`config.mk`:
```
export PLATFORM = sky130hd
export DESIGN_NAME = conv_reset_seq
export DESIGN_NICKNAME = d
export VERILOG_FILES = /design/src/rtl/conv_reset_seq.sv
export SDC_FILE = /design/constraint.sdc
export NUM_CORES = 1
export LEC_CHECK = 0
export CAP_MARGIN = 40
export CORE_MARGIN = 5
export CORE_UTILIZATION = 35
export CTS_CLUSTER_DIAMETER = 80
export DETAILED_ROUTE_END_ITERATION = 8
export DONT_BUFFER_PORTS = 1
export GPL_TIMING_DRIVEN = 0
export MAX_ROUTING_LAYER = met4
export SLEW_MARGIN = 0
export SYNTH_ARGS = -nofsm -noshare
export SYNTH_HDL_FRONTEND = slang
export SYNTH_SLANG_ARGS = --single-unit
```
`constraint.sdc`:
```
create_clock -name clk -period 2.2 [get_ports clk]
set_input_delay 0.44 -clock clk [delete_from_list [all_inputs] [get_ports clk]]
set_output_delay 0.44 -clock clk [all_outputs]
set_load 0.05 [all_outputs]
```
`src/rtl/conv_reset_seq.sv`:
```
module conv_reset_seq #(
  parameter int INIT_CYCLES   = 1024,
  parameter int PDOWN_CYCLES  = 65536,
  parameter int DETECT_CYCLES = 16
) (
  input  logic clk,
  input  logic pwr_good,
  input  logic rst_pin_n,
  output logic force_low,
  output logic clk_en,
  output logic pdown
);

  localparam int MAXC_A = (INIT_CYCLES > PDOWN_CYCLES) ? INIT_CYCLES : PDOWN_CYCLES;
  localparam int MAXC   = (MAXC_A > DETECT_CYCLES) ? MAXC_A : DETECT_CYCLES;
  localparam int CW     = (MAXC > 1) ? $clog2(MAXC) : 1;

  localparam logic [2:0] S_WAIT = 3'd0;
  localparam logic [2:0] S_INIT = 3'd1;
  localparam logic [2:0] S_RUN  = 3'd2;
  localparam logic [2:0] S_LOW  = 3'd3;
  localparam logic [2:0] S_PDN  = 3'd4;

  logic [1:0]    sync;
  logic          pin_s;
  logic [2:0]    state, nxt;
  logic [CW-1:0] cnt;

  assign pin_s = sync[1];

  always_ff @(posedge clk or negedge pwr_good)
    if (!pwr_good) sync <= '0;
    else           sync <= {sync[0], rst_pin_n};

  always_comb begin
    nxt = state;
    case (state)
      S_WAIT: if (cnt == CW'(DETECT_CYCLES - 1)) nxt = pin_s ? S_INIT : S_LOW;
      S_INIT: if (!pin_s) nxt = S_LOW;
              else if (cnt == CW'(INIT_CYCLES - 1)) nxt = S_RUN;
      S_RUN:  if (!pin_s) nxt = S_LOW;
      S_LOW:  if (pin_s) nxt = S_INIT;
              else if (cnt == CW'(PDOWN_CYCLES - 1)) nxt = S_PDN;
      S_PDN:  if (pin_s) nxt = S_INIT;
      default: nxt = S_WAIT;
    endcase
  end

  always_ff @(posedge clk or negedge pwr_good)
    if (!pwr_good) begin
      state <= S_WAIT;
      cnt   <= '0;
    end else begin
      state <= nxt;
      if (nxt != state)
        cnt <= '0;
      else if (state == S_WAIT || state == S_INIT || state == S_LOW)
        cnt <= cnt + 1'b1;
    end

  assign force_low = (state != S_RUN);
  assign clk_en    = (state != S_WAIT) && (state != S_PDN);
  assign pdown     = (state == S_PDN);

endmodule


```
[After elaboration in Yosys (flattened, before gate mapping)]
Index checks and enable logic that the tools add are counted.
Operators by class
  add/subtract/negate cells: 1
  multiply operators: 0
  divide/modulo/power cells: 0
  magnitude comparators: 0
  equality and inequality tests: 10
  shifts and indexed selects: 0
  muxes and demuxes: 11
  bitwise logic cells: 0
  reductions and logical operators: 6
Operator list (number)
  two-way mux 16 bit: 2
  two-way mux 3 bit: 7
  adder 16 x 1 -> 16 bit (second input constant): 1
  == test 16 x 10 -> 1 bit (second input constant): 1
  == test 16 bit (second input constant): 1
  == test 16 x 4 -> 1 bit (second input constant): 1
  case mux 3 bit (5 select lines): 1
  == test 3 x 2 -> 1 bit (second input constant): 2
  == test 3 x 1 -> 1 bit (second input constant): 1
  == test 3 bit (second input constant): 1
  logical NOT 3 bit: 1
  inequality test 3 x 2 -> 1 bit (second input constant): 1
  inequality test 3 bit: 1
  inequality test 3 bit (second input constant): 1
  nonzero test 3 bit: 1
  logical OR 1 bit: 2
  two-way mux 2 bit: 1
  nonzero test 2 bit: 1
  logical AND 1 bit: 1
Word-level totals
  flip-flop bits (word level): 21
  latch bits: 0
  RAM bits: 0
  ROM bits: 0
  input port bits: 3
  output and inout port bits: 3
  logic and storage cells: 31
  memories kept: 0

[Longest topological paths before layout]
  depth in word-level cells: 6
  gate-level depth with buffers: 8
  depth with buffers taken out: 6

[Worst setup path after synthesis]
Ideal clock, no wire load.
  path type: register to output
  from: register state[1]
  to: output port pdown
  arrival: 1.858 ns
  required time: 1.760 ns
  setup slack: -0.098 ns
  stages on the path, launching flop included: 5
  buffers on the path: 2
  path through: dfrtp_1 buf_2 or2_1 clkbuf_1 nor2_1
On the way
  word-level cells in the longest chain between the ends: 1
RTL lines
  from (decl): RTL line 26  | logic [2:0] state, nxt;
  from (signal assigned): RTL line 54  | state <= nxt;
  == test 3 bit: RTL line 63  | assign pdown = (state == S_PDN);
  to (decl): RTL line 11  | output logic pdown
No other way between the ends.

[Worst setup path in the final report]
  from: register cnt[10]
  to: register cnt[15]
On the way
  word-level cells in the longest chain between the ends: 6
  elaborated cells between the ends (all ways): 14
  classes of those cells: 1 x add/sub; 4 x eq/ne; 8 x mux; 1 x reduce/logical
RTL lines
  from (decl): RTL line 27  | logic [CW-1:0] cnt;
  from (signal assigned): RTL line 58  | cnt <= cnt + 1'b1;
  == test 16 bit or == test 16 x 10 -> 1 bit (tied branches): RTL line 43, 40
  two-way mux 3 bit, on equally long branches: RTL line 43, 40
  two-way mux 3 bit, on equally long branches: RTL line 42, 39
  case mux 3 bit (5 select lines): RTL line 37  | case (state)
  inequality test 3 bit: RTL line 55  | if (nxt != state)
  two-way mux 16 bit or nonzero test 2 bit (tied branches)
Parallel ways exist; a longest one is shown, timed or not. The select of a mux whose other input is x is not followed.
A chain may end at the register's enable or synchronous reset.

==> results.cfg <==
[status]
status = finished, final reports clean

[timing]
fin_worst_skew_ns = 0.005668
slew_viol_final = 0
tightest_slew_ns = 0.6397
hold_viol_final = 0
min_period_ns = 2.117
period_share_pct = 96.25
slew_headroom_pct = 57.00
finalSetupViolCount = 0
fmax_mhz = 472.3
grt_setup_unrepaired = true

[pwr]
power.net_switching_mw = 0.1651
switching_share_pct = 23.09
p_leak_nw = 0.5898
clock_power_share_pct = 34.5
powerDensity_nw_per_um2 = 460.4
pwr-share-comb_pct = 9.1
seqPwrFrac_pct = 56.4
ir_worst_vdd_mv = 0.1733
p_int_mw = 0.5498

[floorplan]
die-area_um2 = 5299
ioPinCount = 6
fp.dieH_um = 72.80
core_um2 = 3744
start_util_pct = 36.86
die_x_um = 72.80
rows = 22

[route]
wirelength_um = 2823
drt_iter0_drc = 29
viasPerCell = 5.568
ant_nets = 0
first_pass_iters = 4
drc = 0
wl_per_cell_um = 15.26
vias = 1030

[grt]
antenna_found_initial = 0
grt-ovfl-total = 0
grtUsageTotal_pct = 11.60
grt_pass1_wl_um = 4726
grt_max_degree = 22
first_global_vias = 1025

[cells_and_area]
insertedDiodeCount = 0
seq_area_um2 = 525.5
syn_to_final_growth_pct = 12.51
n_fill_cell = 380
utilization_pct = 41.48
drive_above_1_share_pct = 28.47
finalNetCount = 142
multi_input_comb_area_um2 = 803.3
layout_commonest_cell = dfrtp_1
mostFrequentLayoutCells = dfrtp_1 (21), xor2_1 (15), nor4_2 (12)
final_area_um2 = 1553

[placement]
io_buffers = 0
hpwl_um = 2061
gp_congestion = 0.8471
post_dp_cell_area_um2 = 1443

[clock_tree]
clock-sinks = 21
clkLatencyLatePin_ns = 0.26
cts.reportedPaths.clkPinSlew_ns = 0.07
cts-root-buf = clkbuf_8
clk_path_buf_depth = 2
cts_tree = done
htreeDepth = 1
cts_made_buffers = 3

[critical_path]
end_kind = flop
start_kind = flop
arrival_ns = 2.26
critPathKind = reg2reg
critPathMaxFanout = 10
required_ns = 2.34

[synth]
synthCells = 128
syn_area_um2 = 1380
synth_nets = 132
yosys_warnings = 0
yosysSeqAreaShare_pct = 38.08
syn_area_per_cell_um2 = 10.78
yosysUniqueCellTypes = 43
synth-seq-cells = 21

[worst_hold_path]
hold_class = in2reg

[run]
cap_violations = 0
==> worst max-delay path, stage by stage, from the launching register on <==
cell and delay [ns]:
dfrtp_1 0.44, or4_4 0.59, nor4_4 0.27, nand4_4 0.21
o311ai_4 0.19, buf_6 0.23, nor4_2 0.07
==> kinds of logic (layout without fill, tap and decap cells) <==
family	count (synthesis)	in the layout	synth area share (%)
flip-flops	21	21	38.08
buffers and inverters	11	20	5.348
AO/OA/AOI/OAI	13	13	9.339
multiplexers	2	2	1.451
AND/OR/NAND/NOR	62	62	33.36
adder cells (fa/ha/maj)	2	2	1.632
XOR/XNOR	17	17	10.79
==> per-stage QoR <==
step	setup TNS, ns	setup slack, ns	std cells	hold slack (ns)	power, mW
detailed placement	-2.978	-0.2594	176	0.1455	0.4613
finish	0	0.08256	185	0.2115	0.7149
global placement	-2.076	-0.1845	176	0.1455	0.4582
CTS	0	0.01262	183	0.2023	0.7235
floorplan	0	0.01301	128	0.1444	0.4508
global route	-0.003866	-0.003866	185	0.1905	0.7487
==> Yosys cell counts, drive strengths merged <==
cell type,number,area (um2)
a221oi,2,17.52
or4,1,11.26
nand2,9,33.78
inv,3,11.26
nor2,8,30.03
and4,1,8.760
buf,5,41.28
and3,2,13.77
ha,1,12.51
a31oi,2,27.53
a21oi,2,21.27
mux2i,2,20.02
nor4,20,215.2
a22oi,1,7.510
nand4,8,65.06
nor3,3,20.02
o221ai,1,8.760
nand3,5,25.02
or2,1,6.260
clkbuf,3,21.27
o311ai,1,16.27
o211ai,1,12.51
xor2,15,131.4
nor2b,1,6.260
dfrtp,21,525.5
o21ai,2,10.01
or3,1,6.260
a211oi,1,7.510
nor3b,1,12.51
and2,1,6.260
maj3,1,10.01
xnor2,2,17.52
==> metal layers <==
metal / GRT usage, % / vias up / routed length, um
met5: - / - / 0
met4: 4.303 / 0 / 42
met3: 3.168 / 6 / 128
met2: 18.24 / 25 / 1373
met1: 14.18 / 504 / 1279
li1: - / 495 / -
==> final timing paths <==
| kind | start | end | slack (ns) | cells after the start |
|---|---|---|---|---|
| setup / recovery | cnt[10]$_DFFE_PN0P_ | cnt[15]$_DFFE_PN0P_ | 0.08 | 6 |
| hold / removal | rst_pin_n | sync[0]$_DFF_PN0_ | 0.21 | 0 |
| setup reg to reg | cnt[10]$_DFFE_PN0P_ | cnt[15]$_DFFE_PN0P_ | 0.08 | 6 |
| hold reg to reg | sync[0]$_DFF_PN0_ | sync[1]$_DFF_PN0_ | 0.36 | 0 |
| max in group asynchronous | pwr_good | sync[1]$_DFF_PN0_ | 1.25 | 2 |
| min in group asynchronous | pwr_good | cnt[6]$_DFFE_PN0P_ | 0.51 | 1 |
==> registers in the layout, indices dropped and copies added, names as in the netlist <==
signal,cells
cnt,16
state,3
sync,2
==> power groups by stage <==
stage	Sequential (mW)	Clock (mW)	Combinational, mW
6_report	0.403	0.247	0.0654
3_5_place_dp	0.410	0	0.0509
2_1_floorplan	0.408	0	0.0428
5_1_grt	0.404	0.273	0.0719
3_3_place_gp	0.410	0	0.0485
4_1_cts	0.403	0.257	0.0644
==> cell type report <==
cell class | count | share of cell area [%]
multi-input cells | 96 | 51.73
inverters | 3 | 0.7252
clock buffers | 4 | 2.901
flip-flops and latches | 21 | 33.84
repair buffers | 5 | 2.820
well taps | 48 | 3.868
plain buffers | 8 | 4.110
==> timing repair <==
item                                    CTS  global route
hold buffers                              1             0
gates resized for setup                   3             2
hold endpoints to repair                 21             0
setup buffers                             2             1
pin swaps                                 1             2
endpoints found under the setup margin   17            13
Note: power is estimated with default switching activity, not from simulation.
